## config.mk

```make
export PLATFORM = sky130hd
export DESIGN_NAME = irq_steer_router
export DESIGN_NICKNAME = d
export VERILOG_FILES = /design/src/rtl/irq_steer_pkg.sv /design/src/rtl/irq_steer_regs.sv /design/src/rtl/irq_steer_claim.sv /design/src/rtl/irq_steer_pend.sv /design/src/rtl/irq_steer_router.sv
export SDC_FILE = /design/constraint.sdc
export NUM_CORES = 1
export LEC_CHECK = 0
export ABC_AREA = 1
export CAP_MARGIN = 20
export CELL_PAD_IN_SITES_DETAIL_PLACEMENT = 0
export CELL_PAD_IN_SITES_GLOBAL_PLACEMENT = 2
export CORE_ASPECT_RATIO = 0.6
export CORE_MARGIN = 8
export CORE_UTILIZATION = 33
export CTS_CLUSTER_DIAMETER = 50
export DETAILED_ROUTE_END_ITERATION = 12
export DONT_BUFFER_PORTS = 1
export PLACE_DENSITY = 0.89
export SYNTH_ARGS = -nofsm -noshare
export SYNTH_HDL_FRONTEND = slang
export SYNTH_SLANG_ARGS = --single-unit
```

## constraint.sdc

```tcl
create_clock -name clk -period 1.95 [get_ports clk]
set_input_delay 0.2925 -clock clk [delete_from_list [all_inputs] [get_ports clk]]
set_output_delay 0.2925 -clock clk [all_outputs]
set_load 0.02 [all_outputs]
```

## src/rtl/irq_steer_pkg.sv

```systemverilog
package irq_steer_pkg;

    localparam logic [1:0] MODE_CLAIM = 2'b10;

    typedef struct packed {
        logic       claim;
        logic       en;
        logic [1:0] mode;
    } chan_ctl_t;

    function automatic logic ctl_claims(input chan_ctl_t c);
        return (c.mode == MODE_CLAIM) && c.en && c.claim;
    endfunction

endpackage

```

## src/rtl/irq_steer_regs.sv

```systemverilog
module irq_steer_regs
    import irq_steer_pkg::*;
#(
    parameter int NUM_SRC = 32,
    parameter int NUM_CH  = 4,
    parameter int SEL_W   = 5,
    parameter int ADDR_W  = 3,
    parameter int DATA_W  = 32
) (
    input  logic                             clk,
    input  logic                             rst_n,
    input  logic                             cfg_wr,
    input  logic [ADDR_W-1:0]                cfg_addr,
    input  logic [DATA_W-1:0]                cfg_wdata,
    input  logic [NUM_SRC-1:0]               hw_dis,
    output logic [NUM_CH-1:0][SEL_W-1:0]     sel_o,
    output chan_ctl_t [NUM_CH-1:0]           ctl_o,
    output logic [NUM_SRC-1:0]               xen_o
);

    localparam int MODE_LSB  = SEL_W;
    localparam int EN_BIT    = SEL_W + 2;
    localparam int CLAIM_BIT = SEL_W + 3;

    typedef struct packed {
        logic [NUM_CH-1:0][SEL_W-1:0] sel;
        chan_ctl_t [NUM_CH-1:0]       ctl;
        logic [NUM_SRC-1:0]           xen;
    } regs_t;

    regs_t st_d, st_q;

    always_comb begin
        st_d = st_q;
        for (int ch = 0; ch < NUM_CH; ch++) begin
            if (cfg_wr && (cfg_addr == ADDR_W'(ch))) begin
                st_d.sel[ch]       = cfg_wdata[SEL_W-1:0];
                st_d.ctl[ch].mode  = cfg_wdata[MODE_LSB+1:MODE_LSB];
                st_d.ctl[ch].en    = cfg_wdata[EN_BIT];
                st_d.ctl[ch].claim = cfg_wdata[CLAIM_BIT];
            end
        end
        if (cfg_wr && (cfg_addr == ADDR_W'(NUM_CH))) begin
            st_d.xen = cfg_wdata[NUM_SRC-1:0];
        end
        // hardware handover beats a same-cycle software write
        st_d.xen = st_d.xen & ~hw_dis;
    end

    always_ff @(posedge clk or negedge rst_n) begin
        if (!rst_n) st_q <= '0;
        else        st_q <= st_d;
    end

    assign sel_o = st_q.sel;
    assign ctl_o = st_q.ctl;
    assign xen_o = st_q.xen;

endmodule

```

## src/rtl/irq_steer_claim.sv

```systemverilog
module irq_steer_claim
    import irq_steer_pkg::*;
#(
    parameter int NUM_SRC = 32,
    parameter int NUM_CH  = 4,
    parameter int SEL_W   = 5
) (
    input  logic [NUM_CH-1:0][SEL_W-1:0] sel,
    input  chan_ctl_t [NUM_CH-1:0]       ctl,
    output logic [NUM_CH-1:0]            chan_win,
    output logic [NUM_SRC-1:0]           claim_mask
);

    always_comb begin
        claim_mask = '0;
        chan_win   = '0;
        // ascending scan: the first claiming channel on a source owns it
        for (int ch = 0; ch < NUM_CH; ch++) begin
            if (ctl_claims(ctl[ch])) begin
                chan_win[ch]          = !claim_mask[sel[ch]];
                claim_mask[sel[ch]]   = 1'b1;
            end
        end
    end

endmodule

```

## src/rtl/irq_steer_pend.sv

```systemverilog
module irq_steer_pend #(
    parameter int NUM_SRC = 32
) (
    input  logic               clk,
    input  logic               rst_n,
    input  logic [NUM_SRC-1:0] req,
    input  logic [NUM_SRC-1:0] clr,
    output logic [NUM_SRC-1:0] pend
);

    typedef struct packed {
        logic [NUM_SRC-1:0] flags;
    } pend_t;

    pend_t st_d, st_q;

    always_comb begin
        st_d       = st_q;
        st_d.flags = (st_q.flags | req) & ~clr;
    end

    always_ff @(posedge clk or negedge rst_n) begin
        if (!rst_n) st_q <= '0;
        else        st_q <= st_d;
    end

    assign pend = st_q.flags;

endmodule

```

## src/rtl/irq_steer_router.sv

```systemverilog
module irq_steer_router
    import irq_steer_pkg::*;
#(
    parameter int NUM_SRC = 32,
    parameter int NUM_CH  = 4,
    localparam int SEL_W  = $clog2(NUM_SRC),
    localparam int ADDR_W = $clog2(NUM_CH + 1),
    localparam int DATA_W = (NUM_SRC > SEL_W + 4) ? NUM_SRC : SEL_W + 4
) (
    input  logic               clk,
    input  logic               rst_n,
    input  logic [NUM_SRC-1:0] src_req,
    input  logic               cfg_wr,
    input  logic [ADDR_W-1:0]  cfg_addr,
    input  logic [DATA_W-1:0]  cfg_wdata,
    input  logic [NUM_CH-1:0]  dma_clr,
    input  logic [NUM_SRC-1:0] cpu_clr,
    input  logic               xfer_done_valid,
    input  logic [SEL_W-1:0]   xfer_done_src,
    input  logic               xfer_done_last,
    input  logic               xfer_done_mark,
    output logic [NUM_CH-1:0]  dma_act,
    output logic [NUM_SRC-1:0] xfer_act,
    output logic [NUM_SRC-1:0] cpu_irq
);

    logic [NUM_CH-1:0][SEL_W-1:0] sel_w;
    chan_ctl_t [NUM_CH-1:0]       ctl_w;
    logic [NUM_SRC-1:0]           xen_w;
    logic [NUM_CH-1:0]            win_w;
    logic [NUM_SRC-1:0]           claim_w;
    logic [NUM_SRC-1:0]           pend_w;
    logic [NUM_SRC-1:0]           clr_w;
    logic [NUM_SRC-1:0]           hw_dis_w;

    always_comb begin
        clr_w    = cpu_clr;
        hw_dis_w = '0;
        for (int ch = 0; ch < NUM_CH; ch++) begin
            if (dma_clr[ch]) clr_w[sel_w[ch]] = 1'b1;
        end
        if (xfer_done_valid) begin
            if (xfer_done_last || xfer_done_mark) hw_dis_w[xfer_done_src] = 1'b1;
            else                                  clr_w[xfer_done_src]    = 1'b1;
        end
    end

    irq_steer_regs #(
        .NUM_SRC(NUM_SRC), .NUM_CH(NUM_CH), .SEL_W(SEL_W),
        .ADDR_W(ADDR_W), .DATA_W(DATA_W)
    ) u_regs (
        .clk       (clk),
        .rst_n     (rst_n),
        .cfg_wr    (cfg_wr),
        .cfg_addr  (cfg_addr),
        .cfg_wdata (cfg_wdata),
        .hw_dis    (hw_dis_w),
        .sel_o     (sel_w),
        .ctl_o     (ctl_w),
        .xen_o     (xen_w)
    );

    irq_steer_claim #(
        .NUM_SRC(NUM_SRC), .NUM_CH(NUM_CH), .SEL_W(SEL_W)
    ) u_claim (
        .sel        (sel_w),
        .ctl        (ctl_w),
        .chan_win   (win_w),
        .claim_mask (claim_w)
    );

    irq_steer_pend #(
        .NUM_SRC(NUM_SRC)
    ) u_pend (
        .clk   (clk),
        .rst_n (rst_n),
        .req   (src_req),
        .clr   (clr_w),
        .pend  (pend_w)
    );

    for (genvar ch = 0; ch < NUM_CH; ch++) begin : g_dma
        assign dma_act[ch] = win_w[ch] & pend_w[sel_w[ch]];
    end

    assign xfer_act = pend_w & ~claim_w &  xen_w;
    assign cpu_irq  = pend_w & ~claim_w & ~xen_w;

endmodule

```

---- Word-level counts from Yosys, hierarchy flattened ----
Memory sizes are Yosys's and may differ from the RTL's.
Index checks and enable logic that the tools add are counted.
operators by class
  eq/ne operators ......................... 8
  add/sub/neg operators ................... 0
  multipliers ............................. 0
  shift operators ......................... 0
  mux-type cells .......................... 42
  div/mod/pow operators ................... 0
  bitwise logic cells ..................... 22
  reductions and logical operators ........ 24
  order comparisons ....................... 10
operators with widths
  cell                                                                                 count
  32-bit two-way mux                                                                   13
  32-bit bitwise OR                                                                    9
  32-bit bitwise AND                                                                   5
  32-bit NOT                                                                           4
  1-bit binary-select mux with 5-bit select                                            7
  5-bit by 6-bit < comparator with 1-bit output, second input constant                 5
  1-bit demux with 5-bit select                                                        5
  5-bit by 1-bit greater-or-equal comparator with 1-bit output, second input constant  5
  1-bit logical AND                                                                    18
  1-bit two-way mux                                                                    17
  2-bit == test, second input constant                                                 4
  3-bit by 2-bit == test with 1-bit output, second input constant                      2
  1-bit bitwise AND                                                                    4
  1-bit logical NOT                                                                    4
  3-bit by 1-bit == test with 1-bit output, second input constant                      1
  3-bit == test, second input constant                                                 1
  3-bit logical NOT                                                                    1
  1-bit logical OR                                                                     1
storage, ports and cells
  bits in writable memories ............... 0
  word-level logic and storage cells ...... 125
  memories ................................ 1
  output and inout port bits .............. 68
  ROM bits ................................ 32
  bits of input ports ..................... 114
  bits in registers ....................... 100
  latch bits .............................. 0
memories
  memory           words  width  read ports  clocked after memory_dff  write ports  line                   text
  (no name shown)  32     1      1           0                         0            irq_steer_claim.sv:20  chan_win[ch] = !claim_mask[sel[ch]];

---- Depth between registers and ports, before layout ----
Gate-level depths: netlist (run 1).
  depth after elaboration ................. 17
  mapped depth ............................ 15
  depth with buffers taken out ............ 14

---- Modules after synthesis ----
A second synthesis (run 1) with hierarchy kept.
unflattened totals
  cells, all modules ...................... 1749
  area total of the unflattened synthesis .. 10017.1 µm²
by module, submodules not included
  module            cells each  area an instance (µm²)  times used
  irq_steer_router  785         3567.2                  1
  irq_steer_regs    382         3129.3                  1
  irq_steer_claim   486         2279.7                  1
  irq_steer_pend    96          1041.0                  1

---- Least setup slack after synthesis (run 1) ----
No wires, ideal clock.
  path type ............................... reg2out
  start point ............................. register u_regs.st_q (netlist bit u_regs.sel_o[11])
  end point ............................... output port dma_act[2]
  stages on the path, launching flop included .. 14
  buffers on the path ..................... 2
  slack ................................... 0.003 ns
  arrival time ............................ 1.655 ns
  cell sequence ........................... dfrtp_1 -> buf_4 -> inv_2 -> nor2_1 -> buf_2 -> a21oi_1 -> nand2_1 -> nand2_1 -> nand2_1 -> nor2_1 -> nand3_1 -> nor2_1 -> nand3_1 -> nor2_1
between the ends
  cells in the longest elaborated chain, start to end .. 5
  elaborated cells on any way between the ends .. 7
  classes of those cells .................. mux (5); bitwise (1); reduce/logical (1)
RTL lines
  item                                       line                    text
  from (decl)                                irq_steer_regs.sv:31    regs_t st_d, st_q;
  from (signal assigned)                     irq_steer_regs.sv:52    else st_q <= st_d;
  1-bit binary-select mux with 5-bit select  irq_steer_claim.sv:20
  1-bit two-way mux (implied by the code)    irq_steer_claim.sv:20
  1-bit logical NOT                          irq_steer_claim.sv:20
  1-bit two-way mux                          irq_steer_claim.sv:19   if (ctl_claims(ctl[ch])) begin
  1-bit bitwise AND (*)                      irq_steer_router.sv:83  assign dma_act[ch] = win_w[ch] & pend_w[sel_w[ch]];
  to (decl)                                  irq_steer_router.sv:22  output logic [NUM_CH-1:0] dma_act,
Every way passes the cells marked *; elsewhere a longest branch is shown, timed or not. The select of a mux whose other input is x is not followed.

---- Worst setup path after layout (run 1) ----
  start point ............................. register u_regs.st_q (netlist bit u_regs.sel_o[0])
  end point ............................... output port dma_act[3]
between the ends
  cells in the longest elaborated chain, start to end .. 14
  elaborated cells on any way between the ends .. 15
  classes of those cells .................. order compare (2); mux (8); bitwise (3); reduce/logical (2)
RTL lines
  item                                                                                                                                                 line                    text
  5-bit by 6-bit < comparator with 1-bit output (implied by the code) or 5-bit by 1-bit greater-or-equal comparator with 1-bit output (tied branches)  irq_steer_claim.sv:21   claim_mask[sel[ch]] = 1'b1;
  1-bit logical AND (implied by the code)                                                                                                              irq_steer_claim.sv:21
  1-bit two-way mux (implied by the code)                                                                                                              irq_steer_claim.sv:21
  1-bit demux with 5-bit select (*)                                                                                                                    n/a
  32-bit two-way mux (*)                                                                                                                               irq_steer_claim.sv:19
  32-bit bitwise OR (no source line)                                                                                                                   n/a
  32-bit two-way mux (*)                                                                                                                               irq_steer_claim.sv:19
  32-bit bitwise OR (no source line)                                                                                                                   n/a
  32-bit two-way mux (*)                                                                                                                               irq_steer_claim.sv:19
  1-bit binary-select mux with 5-bit select (*)                                                                                                        irq_steer_claim.sv:20
  1-bit two-way mux (implied by the code) (*)                                                                                                          irq_steer_claim.sv:20
  1-bit logical NOT (*)                                                                                                                                irq_steer_claim.sv:20
  1-bit two-way mux (*)                                                                                                                                irq_steer_claim.sv:19
  1-bit bitwise AND (*)                                                                                                                                irq_steer_router.sv:83
Marks and branches as above.

==> reports/results.txt, run 1 <==
In this run the number of H-tree levels came out at 3. Counting cells, the worst reg-to-reg path comes to 8. The largest total area in the synthesized netlist belongs to sky130_fd_sc_hd__dfrtp_1. The run gives 42000 um as the detailed-placement wirelength estimate.

The count of clock tree sinks was 100; the slew of the pin with the lowest slew margin was 1010 ps. The net count of the finished layout is 2126. In this run the worst path has a maximum fanout of 8. Summed over all layers, the global routing overflow is 0. In this run the cell area of the synthesized design comes to 9040 um^2. After synthesis, the share of flip-flops with an asynchronous set or reset is 100%.

The completed layout was analyzed and its total power is 10.8 mW. The antenna diode count was 0. After synthesis, the cell types taking the most area are sky130_fd_sc_hd__dfrtp_1 28%, sky130_fd_sc_hd__nand2_1 21%, sky130_fd_sc_hd__nor2_1 14%.

The pin count of the biggest net entering global routing is 101. Static timing analysis puts the maximum clock frequency at 362 MHz. Routability-driven placement finished with a final weighted congestion of 1.18. The residual DRC count came out at 0. The number of nets in the synthesized netlist is 1686. The analysis attributes to cell leakage a power of 7.76 nW.

The minimum clock period after layout is 2760 ps, and the clock-pin transition on the worst setup and hold timing paths is 80 ps. The clock latency of the later-clocked register in the worst-skew pair was 390 ps; the count of endpoints failing setup in the final report was 68. The number of I/O pins came out at 182. On the final layout, the worst clock skew is 13.1 ps. The tools report the via count of the first global-routing pass as 12673. The tools report the destination of the worst register-to-register timing path as u_pend.pend[13]$_DFF_PN0_. Measured on the finished design, the core utilization comes to 55.8%. In this run the power density over the cells is 711 nW/um^2. The wire length of the first global-routing pass came out at 79500 um.

The mean post-synth cell area was 5.75 um^2. In this run the tightest slew margin relative to its limit is 32.6%. The die is 144 um tall. The share of synthesized area in the top cell type comes to 27.7%.

The count of buffers added on input and output ports is 0. In this run the critical register-to-register path is launched from u_regs.sel_o[15]$_DFFE_PN0P_. The worst hold path belongs to the class in2async. The horizontal die dimension was 230 um. The die covers 33100 um^2.

Dividing the final minimum period by the clock period gives 142%. Across the run, the number of max-cap violations was 0. Setup repair after global routing could not meet its margin everywhere. The proportion of layout cells with a drive suffix above 1 was 37.4%; the register-to-register setup slack was 20 ps. Synthesis inferred 100 register bits.

The smallest setup slack after layout was -812 ps; the post-detailed-route count of antenna-violating nets was 0. The first detailed-routing pass took 6 iterations. The routed via count was 13654; the number of enable-type register cells in the synthesized netlist was 0.

Synthesis instantiated 38 different standard cells from the library. The final reports fail on negative hold slack, negative setup slack. The tools report the hold violation total from the final report as 101. The capturing element type of the critical path was a primary output. The run finished, with violations left. TritonCTS built the clock tree.

No sink is reached through more buffers than the 2 on the longest clock path. Ranked by instance count, the synthesized netlist is headed by 496 x sky130_fd_sc_hd__nand2_1, 330 x sky130_fd_sc_hd__nor2_1, 151 x sky130_fd_sc_hd__inv_1. The run gives 2089 as the number of violations reported at the end of detailed-routing iteration 0.

The commonest register cell after synthesis is sky130_fd_sc_hd__dfrtp_1. Relative to the synthesized area, the layout overhead comes to 68.0%. For the placeable core area, the log shows 27200 um^2. Global routing used 32.0% of the available tracks across all layers.

The fraction of the yosys area taken by sequential cells is 27.7%, and the per-cell routed wire length is 23.7 um. For this run, the number of Yosys warnings is 0. Across the VDD grid, the largest voltage drop is 0.000516 V. Detailed-route wire length: 56500 um. The number of vias per cell is 5.73, and the number of placement rows is 47. The tools report the count of mapped cells out of synthesis as 1572.

The number of antenna violations at the first check in global routing is 0. Minimum hold slack: -405 ps. The number of max-slew violations in the final report came out at 0. The startpoint-to-endpoint class of the critical path was reg2out.

The tools report the arrival time reported for the critical path endpoint as 2470 ps. STA classifies the critical path startpoint as a flop. The tools report the total CTS buffers as 9.

The layout has 2565 filler cells. The most frequently used cell type in the post-synthesis netlist is sky130_fd_sc_hd__nand2_1. Clock root buffer master: sky130_fd_sc_hd__clkbuf_16. The initial core utilization is 33.2%. The run gives 1660 ps as the required arrival time at the worst endpoint.
-- critical path, stage by stage (launching register included) --
cell,delay [ps]
sky130_fd_sc_hd__dfrtp_2,490
sky130_fd_sc_hd__buf_6,150
sky130_fd_sc_hd__nor2_4,170
sky130_fd_sc_hd__inv_6,120
sky130_fd_sc_hd__nor2_1,270
sky130_fd_sc_hd__nand2_4,100
sky130_fd_sc_hd__nand3_4,90
sky130_fd_sc_hd__nand2_1,60
sky130_fd_sc_hd__nand3_1,100
sky130_fd_sc_hd__nand3b_1,190
sky130_fd_sc_hd__nand2_2,150
sky130_fd_sc_hd__nor2_4,60
sky130_fd_sc_hd__buf_6,130
-- flip-flops by register name, indices dropped and copies added (netlist names) --
register      cells
u_regs.xen_o     32
u_regs.sel_o     20
u_regs.ctl_o     16
u_pend.pend      32
-- layout by cell type (no fill, tap or decap), types with 5 or more instances in the layout --
master	count
sky130_fd_sc_hd__nor4_1	12
sky130_fd_sc_hd__nand2_2	50
sky130_fd_sc_hd__o21ai_1	9
sky130_fd_sc_hd__nor2_4	19
sky130_fd_sc_hd__a21oi_1	34
sky130_fd_sc_hd__nor2_1	258
sky130_fd_sc_hd__dfrtp_2	16
sky130_fd_sc_hd__buf_12	21
sky130_fd_sc_hd__buf_6	63
sky130_fd_sc_hd__nor2_2	59
sky130_fd_sc_hd__nand4_1	9
sky130_fd_sc_hd__a211oi_1	5
sky130_fd_sc_hd__buf_4	366
sky130_fd_sc_hd__buf_8	9
sky130_fd_sc_hd__o211ai_1	6
sky130_fd_sc_hd__nand2_4	20
sky130_fd_sc_hd__a22oi_1	6
sky130_fd_sc_hd__a21oi_2	13
sky130_fd_sc_hd__o22ai_1	49
sky130_fd_sc_hd__nand2_1	432
sky130_fd_sc_hd__nand3_4	25
sky130_fd_sc_hd__a221oi_1	11
sky130_fd_sc_hd__nor3_1	20
sky130_fd_sc_hd__nand3_1	48
sky130_fd_sc_hd__clkbuf_16	13
sky130_fd_sc_hd__inv_2	15
sky130_fd_sc_hd__a211o_1	9
sky130_fd_sc_hd__dfrtp_1	84
sky130_fd_sc_hd__inv_4	7
sky130_fd_sc_hd__o21ai_0	65
sky130_fd_sc_hd__inv_1	137
sky130_fd_sc_hd__a2111oi_0	11
sky130_fd_sc_hd__o221ai_1	6
sky130_fd_sc_hd__dlygate4sd3_1	29
sky130_fd_sc_hd__nand3_2	31
-- cell families after synthesis --
family | Yosys count | share of synthesized area, %
simple gates | 994 | 44.5
compound gates | 251 | 17.4
flops | 100 | 27.7
buf+inv | 227 | 10.4
-- where the power goes --
| part | internal, mW | leakage [nW] | switching [mW] |
|---|---|---|---|
| combinational | 2.33 | 6.39 | 3.26 |
| sequential | 2.44 | 1.20 | 0.424 |
| clock | 1.39 | 0.173 | 0.947 |
| total | 6.16 | 7.76 | 4.64 |
-- worst max-delay path by stage --
stage | startpoint | end | slack [ps] | cells after the start
after floorplan | u_regs.sel_o[11]$_DFFE_PN0P_ | dma_act[2] | 3 | 13
after global routing | u_regs.sel_o[1]$_DFFE_PN0P_ | dma_act[1] | -860 | 14
after CTS | u_regs.sel_o[10]$_DFFE_PN0P_ | dma_act[2] | -670 | 12
after detailed placement | u_regs.sel_o[2]$_DFFE_PN0P_ | dma_act[3] | -520 | 15
final | u_regs.sel_o[0]$_DFFE_PN0P_ | dma_act[3] | -810 | 12
after global placement | u_regs.sel_o[2]$_DFFE_PN0P_ | dma_act[3] | -530 | 15
-- routing by layer --
layer / part of all wire, % / global-route usage [%] / vias to the layer above
met5: 0 / 0 / -
met4: 3.7 / 9.29 / 0
met3: 17 / 16.1 / 199
met2: 39 / 44.3 / 1069
met1: 40 / 42.7 / 6381
li1: - / - / 6005
-- layout make-up --
class                      instances  area (um^2)  area share, %
timing repair buffer             493         4430           29.2
tap                              367          459           3.02
multi-input combinational       1245         6770           44.6
inverter                         163          642           4.23
clock inverter                     6          136          0.898
sequential                       100         2520           16.6
clock buffer                      10          229           1.51
-- through the flow --
stage          setup slack, ps  TNS (ps)  area, um^2  instances
3_3_place_gp              -533     -7340       12600       2298
6_report                  -812    -33330       15200       2384
5_1_grt                   -855    -37830       15200       2384
2_1_floorplan             2.56         0        9040       1572
4_1_cts                   -665    -30730       14100       2359
3_5_place_dp              -520     -8430       12600       2298
-- timing repair --
| item | 4_1_cts | 5_1_grt |
|---|---|---|
| hold buffers | 28 | 1 |
| cloned | 1 | 4 |
| gates resized for setup | 189 | 232 |
| setup buffers | 16 | 27 |
| endpoints found under the setup margin | 69 | 76 |
| endpoints found under the hold margin | 129 | 101 |
| pin swaps | 36 | 75 |
Power figures use the tool's default switching activity.
==> run 2: changes to the inputs <==
--- a/config.mk
+++ b/config.mk
@@ -16,6 +16,7 @@
 export DETAILED_ROUTE_END_ITERATION = 12
 export DONT_BUFFER_PORTS = 1
 export PLACE_DENSITY = 0.89
+export REMOVE_ABC_BUFFERS = 1
 export SYNTH_ARGS = -nofsm -noshare
 export SYNTH_HDL_FRONTEND = slang
 export SYNTH_SLANG_ARGS = --single-unit
==> reports/results.txt, run 2 (synthesized netlist as in run 1, its figures left out) <==
Cell-by-cell trace of the critical path: buf_6, nand2_8, clkinvlp_4, nand2_1, nand4_1, nand2_1, nand2_1, nor2_2, nand3_1, nor2_1, nand3_1, nor2_2, buf_6 (was buf_6, nor2_4, inv_6, nor2_1, nand2_4, nand3_4, nand2_1, nand3_1, nand3b_1, nand2_2, nor2_4, buf_6). The first element of the critical path is u_regs.sel_o[10]$_DFFE_PN0P_ (was u_regs.sel_o[0]$_DFFE_PN0P_). The run gives 100 (unchanged) as the count of clock tree sinks.

The tools report the minimum hold slack as -419 ps (was -405 ps). Top library cells by usage in the layout, fill and taps aside: 434 x sky130_fd_sc_hd__nand2_1, 356 x sky130_fd_sc_hd__buf_4, 244 x sky130_fd_sc_hd__nor2_1 (was 432 x sky130_fd_sc_hd__nand2_1, 366 x sky130_fd_sc_hd__buf_4, 258 x sky130_fd_sc_hd__nor2_1). The maximum fanout along the worst path works out to 6 (was 8).

The run finished, with violations left. The startpoint-to-endpoint class of the critical path was reg2out (unchanged). The tools report the destination of the worst register-to-register timing path as u_pend.pend[22]$_DFF_PN0_ (was u_pend.pend[13]$_DFF_PN0_). The routed via count was 13817 (was 13654); the global-route usage over all layers was 32.1% (was 32.0%).

The number of cells traversed by the worst register-to-register path came out at 9 (was 8). The post-detailed-route count of antenna-violating nets was 0 (unchanged); the clock-pin transition on the worst setup and hold timing paths was 90 ps (was 80 ps). The logs give 12.2 ps (was 13.1 ps) for the clock tree skew after final layout and 33100 um^2 (unchanged) for the total die area. The logs give 32.7% (was 32.6%) for the relative slew slack and 12500 um^2 (was 12600 um^2) for the total cell area at the placement stage. The proportion of layout cells with a drive suffix above 1 is 38.5% (was 37.4%), and the number of buffers between clock root and the deepest sink is 2 (unchanged). The iteration count of the initial detailed-routing pass came out at 7 (was 6). The clock latency of the later-clocked register in the worst-skew pair is 400 ps (was 390 ps). Vertical die dimension: 144 um (unchanged). The layout overhead on the synthesized area works out to 68.7% (was 68.0%). TritonCTS built the clock tree. Setup repair after global routing could not meet its margin everywhere. Number of placed instances with taps included: 2289 (was 2298). The cell occurring most often along the worst timing path is sky130_fd_sc_hd__nand2_1. Total negative slack: -33410 ps (was -33330 ps). The residual DRC count was 0 (unchanged). The minimum clock period after layout is 2760 ps (about the same).

For the placeable core area, the log shows 27200 um^2 (unchanged). The cell with the largest stage delay on the worst path was sky130_fd_sc_hd__dfrtp_2 (unchanged). The ratio of final minimum period to clock period works out to 141% (was 142%). The tools report the hold violation total from the final report as 100 (was 101). Most frequent standard cell in the layout excluding fill and tap cells: sky130_fd_sc_hd__nand2_1 (unchanged). The number of buffers inserted by port buffering was 0 (unchanged); the net count of the finished layout was 2133 (was 2126). The tools report the clock root buffer master as sky130_fd_sc_hd__clkbuf_16 (unchanged). The tools report the arrival time reported for the critical path endpoint as 2470 ps (about the same). The number of I/O pins was 182 (unchanged); the wire length of the first global-routing pass was 80100 um (was 79500 um). Last element of the critical path: dma_act[2] (was dma_act[3]).

For the pin count of the biggest net entering global routing, the log shows 101 (unchanged). The run gives 1660 ps (about the same) as the required arrival time at the worst endpoint. The tools report the total CTS buffers as 9 (unchanged). The per-cell routed wire length was 23.5 um (was 23.7 um).

The leakage component of the power was 7.66 nW (was 7.76 nW). The total of max-cap violations is 0 (unchanged), and the number of placement rows is 47 (unchanged). The slew of the pin with the lowest slew margin was 1010 ps (about the same).

Startpoint kind of the worst setup timing path: a flop (unchanged). The total power consumption of the routed design was 10.9 mW (was 10.8 mW). Origin of the critical flop-to-flop path: u_regs.sel_o[11]$_DFFE_PN0P_ (was u_regs.sel_o[15]$_DFFE_PN0P_).

The number of antenna violations at the first check in global routing was 2 (was 0); the number of vias per cell was 5.77 (was 5.73). The tools report the detailed-route wire length as 56300 um (was 56500 um). The via count of the first global-routing pass is 12832 (was 12673). Routability congestion estimate: 1.11 (was 1.18). The run gives 362 MHz (about the same) as the maximum achievable frequency. The logs give 2393 (was 2384) for the count of placed standard cells in the final layout, fillers left out and 3 (unchanged) for the number of H-tree levels.

For the number of violations reported at the end of detailed-routing iteration 0, the log shows 1947 (was 2089). The smallest setup slack after layout was -809 ps (was -812 ps); the delay contributed by the slowest stage of the critical path was 460 ps (was 490 ps). Violated checks: negative hold slack, negative setup slack (unchanged). The tools report the capturing element type of the critical path as a primary output (unchanged). The register-to-register setup slack came out at 40 ps (was 20 ps). The tools report the initial core utilization as 33.2% (unchanged). Type of the tightest min-delay check: in2async (unchanged). The tools report the highest ir drop seen on vdd as 0.000429 V (was 0.000516 V). The count of endpoints failing setup in the final report is 68 (unchanged), and the post-route standard cell area excluding fillers is 15300 um^2 (was 15200 um^2). The tools report the residual overflow from global routing as 0 (unchanged). Total power divided by cell area: 718 nW/um^2 (was 711 nW/um^2). The horizontal die dimension was 230 um (unchanged); the detailed-placement wirelength estimate was 40600 um (was 42000 um).

The number of max-slew violations in the final report was 0 (unchanged).
run 2: critical path, delay by kind of cell, from the launching register on:
kind          cells  cell delay, ps
buf+inv           3             540
flops             1             460
simple gates     10            1080
run 2: worst min path at each step:
stage | to | cells past startpoint | slack (ps)
2_1_floorplan | u_pend.pend[0]$_DFF_PN0_ | 0 | -3
3_3_place_gp | u_regs.xen_o[7]$_DFF_PN0_ | 0 | 2
3_5_place_dp | u_regs.xen_o[5]$_DFF_PN0_ | 0 | 3
4_1_cts | u_pend.pend[4]$_DFF_PN0_ | 0 | -440
5_1_grt | u_regs.xen_o[7]$_DFF_PN0_ | 0 | -440
6_report | u_pend.pend[4]$_DFF_PN0_ | 0 | -420
run 2: what timing repair did:
item,4_1_cts,5_1_grt
gates resized for setup,255,213
hold endpoints to repair,130,102
cloned,4,2
hold buffers,30,1
setup endpoints to repair,70,71
buffers inserted,32,28
pin swaps,71,96
run 2: final cells by class:
type                    count  area, um^2
clock inverters             7        78.8
flip-flops and latches    100        2520
clock buffers               9         225
multi-input cells        1248        6860
diodes                      2        5.00
repair buffers            497        4450
fillers                  2546       12000
inverters                 163         647
well taps                 367         459
run 2: per-layer routing:
metal | global-route usage [%] | vias up | part of all wire, %
li1 | - | 6052 | -
met3 | 13.4 | 218 | 16
met4 | 11.2 | 0 | 4.0
met2 | 44.9 | 1077 | 39
met5 | 0 | - | 0
met1 | 43.6 | 6470 | 41
run 2: per-stage QoR:
step | util [%] | worst slack [ps] | hold slack, ps
after CTS | 52.6 | -667 | -437
after detailed placement | 45.9 | -396 | 3.13
after global placement | 45.9 | -393 | 2.50
after floorplan | - | -1390 | -3.09
final | 56.0 | -809 | -419
after global routing | 56.0 | -848 | -437
run 2: power by group:
part           internal [mW]  switching (mW)  total [mW]
registers               2.44           0.404        2.84
logic                   2.59            3.55        6.14
clock network          0.915            1.06        1.97
